===== config.mk =====
export PLATFORM = sky130hd
export DESIGN_NAME = step_phase_seq
export DESIGN_NICKNAME = d
export VERILOG_FILES = /design/src/rtl/step_phase_seq.sv
export SDC_FILE = /design/constraint.sdc
export NUM_CORES = 1
export LEC_CHECK = 0
export BUFFER_PORTS_ARGS = -buffer_cell sky130_fd_sc_hd__buf_2
export CAP_MARGIN = 25
export CORE_UTILIZATION = 30
export CTS_BUF_LIST = sky130_fd_sc_hd__clkbuf_8 sky130_fd_sc_hd__clkbuf_16
export DETAILED_ROUTE_END_ITERATION = 7
export PLACE_DENSITY = 0.51
export SLEW_MARGIN = 5
export SYNTH_ARGS = -nofsm -noshare
export SYNTH_HDL_FRONTEND = slang
export SYNTH_SLANG_ARGS = --single-unit

===== constraint.sdc =====
create_clock -name clk -period 5.59 [get_ports clk]
set_clock_uncertainty 0.15 [all_clocks]
set_input_delay 0.2795 -clock clk [delete_from_list [all_inputs] [get_ports clk]]
set_output_delay 0.2795 -clock clk [all_outputs]
set_load 0.02 [all_outputs]

===== src/rtl/step_phase_seq.sv =====
module step_phase_seq #(
  parameter int TICK_DIV = 4,
  parameter int PW_W     = 16,
  parameter int CNT_W    = 16,
  parameter int RAMP_MAX = 4000
) (
  input  logic        clk,
  input  logic        rst_n,
  input  logic        cfg_we,
  input  logic [2:0]  cfg_addr,
  input  logic [15:0] cfg_wdata,
  input  logic        start_req,
  input  logic        stop_req,
  input  logic        sens_stop,
  input  logic        sens_rev,
  output logic [3:0]  coil,
  output logic        busy,
  output logic        done
);
  localparam int PDW = (TICK_DIV > 1) ? $clog2(TICK_DIV) : 1;
  localparam logic [PW_W-1:0] WMAX = PW_W'(RAMP_MAX);
  localparam logic [PW_W-1:0] W1   = PW_W'(1);

  logic [1:0]       fmt;
  logic             hold, ru_en, rd_en, hard_en, dir_cfg;
  logic [3:0]       rate;
  logic [PW_W-1:0]  cw_w, ccw_w, cur_w, wcnt;
  logic [CNT_W-1:0] cw_n, ccw_n, rem;
  logic [PDW-1:0]   pre;
  logic [2:0]       idx;
  logic             run, decel, dir, ref_pend, cont, p_stop, p_rev;
  logic [3:0]       one, pat;

  function automatic logic [PW_W-1:0] atleast1(input logic [PW_W-1:0] w);
    return (w == '0) ? W1 : w;
  endfunction

  wire half = (fmt == 2'd2);
  wire tick = (pre == PDW'(TICK_DIV - 1));
  wire [PW_W-1:0]  tgt     = atleast1(dir ? ccw_w : cw_w);
  wire [PW_W-1:0]  tgt_rev = atleast1(dir ? cw_w : ccw_w);
  wire [PW_W-1:0]  tgt_go  = atleast1(dir_cfg ? ccw_w : cw_w);
  wire [CNT_W-1:0] n_go    = dir_cfg ? ccw_n : cw_n;
  wire [CNT_W-1:0] n_rev   = dir ? cw_n : ccw_n;
  wire [PW_W-1:0]  delta   = PW_W'(rate) + W1;

  wire accel     = run && !decel && (cur_w > tgt);
  wire ramping   = accel || decel;
  wire step_ev   = run && tick && (wcnt == cur_w - W1);
  wire host_cut  = run && stop_req && (hard_en || !rd_en);
  wire host_slow = run && stop_req && !hard_en && rd_en;
  wire sens_act  = run && !ramping && p_stop;
  wire cut_now   = host_cut || (sens_act && !rd_en);
  wire rev_now   = run && !ramping && !p_stop && p_rev;

  wire [2:0] idx_adv = dir ? idx - 3'd1 : idx + 3'd1;
  wire [2:0] idx_nxt = half ? idx_adv : {1'b0, idx_adv[1:0]};
  wire [2:0] idx_ref = dir_cfg ? (half ? 3'd7 : 3'd3) : 3'd0;

  always_comb begin
    one = 4'b0001 << (half ? idx[2:1] : idx[1:0]);
    case (fmt)
      2'd1:    pat = one | {one[2:0], one[3]};
      2'd2:    pat = idx[0] ? (one | {one[2:0], one[3]}) : one;
      default: pat = one;
    endcase
  end

  assign coil = (run || (hold && !ref_pend)) ? pat : 4'b0000;
  assign busy = run;

  always_ff @(posedge clk or negedge rst_n) begin
    if (!rst_n) begin
      {dir_cfg, hard_en, rate, rd_en, ru_en, hold, fmt} <= '0;
      cw_w <= '0; ccw_w <= '0; cw_n <= '0; ccw_n <= '0;
    end else if (cfg_we) begin
      case (cfg_addr)
        3'd0: {dir_cfg, hard_en, rate, rd_en, ru_en, hold, fmt} <= cfg_wdata[10:0];
        3'd1: cw_w  <= PW_W'(cfg_wdata);
        3'd2: ccw_w <= PW_W'(cfg_wdata);
        3'd3: cw_n  <= CNT_W'(cfg_wdata);
        3'd4: ccw_n <= CNT_W'(cfg_wdata);
        default: ;
      endcase
    end
  end

  always_ff @(posedge clk or negedge rst_n) begin
    if (!rst_n) pre <= '0;
    else        pre <= tick ? '0 : pre + PDW'(1);
  end

  always_ff @(posedge clk or negedge rst_n) begin
    if (!rst_n) begin
      run <= 1'b0; decel <= 1'b0; dir <= 1'b0; ref_pend <= 1'b1; cont <= 1'b0;
      p_stop <= 1'b0; p_rev <= 1'b0; done <= 1'b0;
      idx <= '0; cur_w <= '0; wcnt <= '0; rem <= '0;
    end else begin
      done   <= 1'b0;
      p_stop <= run && ((p_stop && ramping) || sens_stop);
      p_rev  <= run && ((p_rev && ramping) || sens_rev);
      if (!run) begin
        if (start_req && !stop_req) begin
          run   <= 1'b1;
          dir   <= dir_cfg;
          decel <= 1'b0;
          wcnt  <= '0;
          cur_w <= (ru_en && WMAX > tgt_go) ? WMAX : tgt_go;
          rem   <= n_go;
          cont  <= (n_go == '0);
          if (ref_pend) begin
            idx      <= idx_ref;
            ref_pend <= 1'b0;
          end
        end
      end else if (cut_now) begin
        run <= 1'b0; done <= 1'b1; decel <= 1'b0;
      end else begin
        if (step_ev) begin
          wcnt <= '0;
          if (decel ? (cur_w >= WMAX) : (!cont && rem == '0)) begin
            run <= 1'b0; done <= 1'b1; decel <= 1'b0;
          end else begin
            idx <= idx_nxt;
            if (decel) cur_w <= (WMAX - cur_w > delta) ? cur_w + delta : WMAX;
            else begin
              if (cur_w > tgt) cur_w <= (cur_w - tgt > delta) ? cur_w - delta : tgt;
              if (!cont) rem <= rem - CNT_W'(1);
            end
          end
        end else if (tick) begin
          wcnt <= wcnt + W1;
        end
        if (host_slow || sens_act) decel <= 1'b1;
        if (rev_now) begin
          dir   <= ~dir;
          rem   <= n_rev;
          cont  <= (n_rev == '0);
          cur_w <= tgt_rev;
          wcnt  <= '0;
        end
      end
    end
  end


  done_idle_chk: assert property (@(posedge clk) disable iff (!rst_n) done |-> !busy);

  end_pulse_chk: assert property (@(posedge clk) disable iff (!rst_n) (!busy && $past(busy)) |-> done);

  hard_cut_chk: assert property (@(posedge clk) disable iff (!rst_n)
    (busy && stop_req && hard_en) |=> !busy);

  wave_one_chk: assert property (@(posedge clk) disable iff (!rst_n)
    (busy && fmt == 2'd0) |-> $countones(coil) == 1);

  two_pair_chk: assert property (@(posedge clk) disable iff (!rst_n)
    (busy && fmt == 2'd1) |-> $countones(coil) == 2);

  step_tick_chk: assert property (@(posedge clk) disable iff (!rst_n)
    (busy && $past(busy) && idx != $past(idx)) |-> $past(tick));

  accel_down_chk: assert property (@(posedge clk) disable iff (!rst_n)
    (busy && $past(busy) && !decel && !$past(decel) && dir == $past(dir) && cur_w != $past(cur_w))
    |-> cur_w < $past(cur_w));

  decel_up_chk: assert property (@(posedge clk) disable iff (!rst_n)
    (busy && decel && $past(busy) && $past(decel)) |-> cur_w >= $past(cur_w));

  rev_defer_chk: assert property (@(posedge clk) disable iff (!rst_n)
    (busy && $past(busy) && dir != $past(dir)) |-> !$past(ramping));
endmodule


# == Word-level counts from Yosys, hierarchy flattened ==
# Cells that the tools add are included.
# word_totals
elab_cells,193
in_bits,26
out_inout_bits,6
ff_bits,136
# classes
shifts,1
muxes,72
magnitude_cmp,5
n_eq_ne,20
n_addsub,11
reduce_logical,57
bitwise_logic,3
# ops
cell,count
$mux 16,33
$logic_not 16->1,6
$gt 16x5->1,2
$sub 16x1->16 const B,2
$mux 3,10
$mux 1,24
$logic_and 1x1->1,21
$add 16x1->16 const B,1
$add 16x5->16,1
$eq 16x16->1,1
$ge 16x12->1 const B,1
$gt 12x16->1 const A,1
$gt 16x16->1,1
$ne 4x1->1 const B,4
$sub 12x16->16 const A,1
$sub 16x16->16,1
$sub 16x5->16,1
$reduce_and 2->1,6
$reduce_and 5->1,2
$reduce_and 3->1,3
$logic_not 1->1,8
$mux 4,2
$pmux 4 s2,1
$logic_or 1x1->1,7
21 further kinds,29

# == Longest topological paths before layout ==
# depth
ltp_word,13
depth_mapped,22
mapped_depth_nobuf,19

# == Worst setup path before layout ==
# OpenSTA, ideal clock, no wires.
# synth_path
path_type,flip-flop to flip-flop
startpoint,reg dir
endpoint,reg cur_w[13]
setup_ns,0.126
required_time_ns,5.314
stages_incl_launch_ff,23
path_buffers,3
setup_slack_ns,0.501
arrival_time_ns,4.813
path_cell_list,dfrtp_1 > clkbuf_1 > clkbuf_1 > mux2i_1 > nand4_1 > nor4_1 > a211o_1 > ha_1 > inv_1 > fa_1 > nand3_1 > nand2_1 > xor2_1 > ha_1 > nand2_1 > a21oi_1 > a211oi_1 > o21ai_0 > nor4_1 > clkbuf_1 > a41oi_1 > a21oi_1 > o31ai_1
# synth_via
elab_chain_cells,13
# synth_rtl
element,line,rtl
"start, declared",31,"logic run, decel, dir, ref_pend, cont, p_stop, p_rev;"
"start signal, assigned",105,dir <= dir_cfg;
"start signal, assigned",136,dir <= ~dir;
$mux 16,40,wire [PW_W-1:0] tgt = atleast1(dir ? ccw_w : cw_w);
$logic_not 16->1,35,return (w == '0) ? W1 : w;
$mux 16,35,
$sub 16x16->16 or $gt 16x16->1 (tied branches),"127, 47",
$gt 16x5->1 or $logic_and 1x1->1 (tied branches),"127, 47",
$mux 16 or $logic_or 1x1->1 (tied branches),"127, 48",
$mux 16 or $logic_not 1->1 (tied branches),"127, 52, 54",
$mux 16 or $logic_and 1x1->1 (tied branches),"125, 52, 54",
$mux 16 (tied with other cells),121,if (decel ? (cur_w >= WMAX) : (!cont && rem == '0)) begin
$mux 16 (tied with other cells),119,if (step_ev) begin
$mux 16 or $logic_or 1x1->1 (tied branches),"135, 53",
$mux 16 or $ne 2x2->1 (tied branches),n/a,
$mux 16 or $reduce_and 5->1 (tied branches),n/a,
"end signal, assigned",108,cur_w <= (ru_en && WMAX > tgt_go) ? WMAX : tgt_go;
"end signal, assigned",125,if (decel) cur_w <= (WMAX - cur_w > delta) ? cur_w + delta : WMAX;
"end signal, assigned",139,cur_w <= tgt_rev;
"end, declared",27,"logic [PW_W-1:0] cw_w, ccw_w, cur_w, wcnt;"
# Several ways; a longest one is shown, not always the timed one. The select of a mux whose other input is x is not followed.
# A chain may end at the register's enable or synchronous reset.

# == Worst setup path in the final report ==
# layout_path
startpoint,reg dir
endpoint,reg cur_w[12]
# Same word-level chain as after synthesis.

==> out/summary.txt <==
Min-delay worst type -> input pin to flop
CTS tree -> built
DRC -> 0
Main synth FF type -> dfrtp_1
Initial DRC count -> 760
Post-synth net total -> 1342
Largest net degree at the start of global routing -> 102
Setup ws final -> 0.4303 ns
Status -> finished clean
Crit Path Max Fanout -> 16
Clock Latency Late Sink -> 0.43 ns
DR pass1 iterations -> 5
Pwr/cell area -> 588.5 nW/um2
Reg2reg path depth -> 21
Initial antenna violation count -> 0
All-layer global routing usage -> 0.2007
Chip width -> 192.6 um
Clock Sinks -> 136
RSZ-0062 raised after global routing -> false
Top cell type's share of synthesized area -> 0.3098
Worst EP arrival -> 5.34 ns
Library cells used by synthesis -> 73
IR Drop Worst-Case VDD -> 268.8 uV
Vias after detailed routing -> 10014
Async SR Flop Fraction -> 1.000
Starting Density -> 0.3058
Area leader, netlist -> dfrtp_1
Cells after Synth -> 1264
Hold Crit Depth -> 3
Setup TNS Final -> 0 ns
Clk buf depth -> 2
Max-cap violations -> 0
Setup violators final -> 0
Critical path launch point type -> flop
Worst-path clk slew -> 0.06 ns
Most common cell in the netlist -> dfrtp_1
DP Area -> 11810 um2
FILL cells -> 3738
Slew HR -> 0.4112
I/O Buffers -> 31
Worst endpoint required time -> 5.77 ns
Chip height -> 192.6 um
DP Wirelength -> 27750 um
Vias in the first global route -> 9522
Final Cycle Share -> 0.9230
Area contributors post-synth -> dfrtp_1 (31%), mux2_2 (7.8%), mux2i_1 (5.8%)
GP Congestion -> 0.9104
Post-synthesis instance area -> 10900 um2
Average size of a mapped cell -> 8.626 um2
Synth cell count leaders -> dfrtp_1 (135), nand2_1 (106), nor2_1 (103)
Total CTS buffers -> 17
Layout net count -> 1382
Leak Pwr -> 5.205 nW
Max frequency -> 193.8 MHz
Critical Path End Type -> flop
Number of antenna cells inserted -> 0
Share of layout cells above drive strength 1 -> 0.1648
Core box area -> 35660 um2
CP Class -> flop to flop
Worst Tran Pin Value -> 0.8751 ns
Post-route minimum period -> 5.160 ns
Count of final hold-check violations -> 0
Post-Place Setup Slack -> 0.4732 ns
Root Buffer -> clkbuf_16
Hold_ws -> 0.02037 ns
Seq cells post-synth -> 136
# IOs -> 32
Fin. max-slew vios -> 0
DIE AREA -> 37110 um2
GR Overflow Total -> 0
Post-route design area -> 12480 um2
Vias/cell -> 5.632
Post-route ant nets -> 0
H-tree depth -> 4
Post-synth EDFFs -> 0
First-pass GRT wire length -> 56930 um
Seq/Total Area, Yosys -> 0.3123
Total Wirelength -> 36610 um
Area grow syn2layout -> 14.46%
Yosys warnings -> 0
Num rows -> 69
Routed wire per std cell -> 20.59 um
==> where the power goes <==
part           switching, mW  total [mW]  internal, mW
sequential             0.417        1.66          1.24
clock                  0.496        1.16         0.667
combinational           2.78        4.53          1.75
==> repair_timing <==
item | in CTS | in global routing
gates resized for setup | 0 | 0
endpoints found under the hold margin | 104 | 0
buffers inserted | 0 | 0
hold buffers | 5 | 0
==> flip-flops by register name (all words and copies together), names as in the netlist, 2 cells and up <==
name / flops
rate: 4
cw_w: 16
cw_n: 16
ccw_w: 16
pre: 2
cur_w: 16
wcnt: 16
idx: 3
rem: 16
ccw_n: 16
fmt: 2
==> worst paths after layout <==
kind / from / endpoint / slack (ns)
max: dir / cur_w[12] / 0.43
min: cfg_wdata[10] / dir_cfg / 0.02
max reg2reg: dir / cur_w[12] / 0.43
min reg2reg: pre[0] / pre[0] / 0.28
max in group asynchronous: rst_n / busy / 3.90
min in group asynchronous: rst_n / fmt[1] / 0.16
==> through the flow <==
stage	total power, mW	utilization	instances
after floorplan	4.692	-	1264
after global placement	6.114	0.3311	1739
after detailed placement	6.107	0.3312	1740
after CTS	7.298	0.3492	1777
after global routing	7.893	0.3500	1778
final	7.344	0.3500	1778
==> kinds of logic (layout without fill, tap and decap cells) <==
logic type,after synthesis,count (layout),share of synthesized area
AND/OR/NAND/NOR,420,420,0.1913
AO/OA/AOI/OAI,312,312,0.1849
multiplexers,139,139,0.1363
flip-flops,136,136,0.3123
buffers and inverters,119,172,0.04246
XOR/XNOR,86,86,0.07035
adder cells (fa/ha/maj),52,52,0.06243
==> layer usage <==
metal	global-route usage	wire (um)	up-vias
li1	-	-	4736
met1	0.2832	17550	4917
met2	0.3161	16530	311
met3	0.02928	1786	50
met4	0.05572	742	0
met5	0	0	-
==> cell usage in the layout, fill, tap and decap left out, drive strengths merged, types with 39 or more instances in the layout <==
cell type	instances
xnor2	39
xor2	46
o21ai	85
dfrtp	135
inv	51
nand2	106
buf	91
a21oi	74
ha	48
nor2	104
mux2i	63
mux2	76
==> worst max-delay path: stages (launching register included) <==
cell,delay [ns]
dfrtp_2,0.62
buf_4,0.23
mux2i_1,0.29
nand4_1,0.14
nor4_1,0.27
a211o_1,0.22
ha_1,0.18
inv_1,0.05
fa_1,0.42
nand3_1,0.12
nand2_1,0.07
xor2_1,0.14
ha_1,0.30
nand2_1,0.08
a21oi_1,0.04
a211oi_1,0.21
o21ai_0,0.14
or4_1,0.55
buf_4,0.23
o31ai_1,0.30
a21oi_1,0.11
o31ai_1,0.22
==> area by class of cell <==
class                           count  area [um2]  share of cell area
Tap cell                          461       576.8             0.04622
Clock inverter                     15       166.4             0.01333
Sequential cell                   136        3408              0.2731
Clock buffer                       17       425.4             0.03409
Timing Repair Buffer               96       678.2             0.05434
Multi-Input combinational cell   1009        7059              0.5657
Inverter                           44       165.2             0.01323
Power figures use the tool's default switching activity.
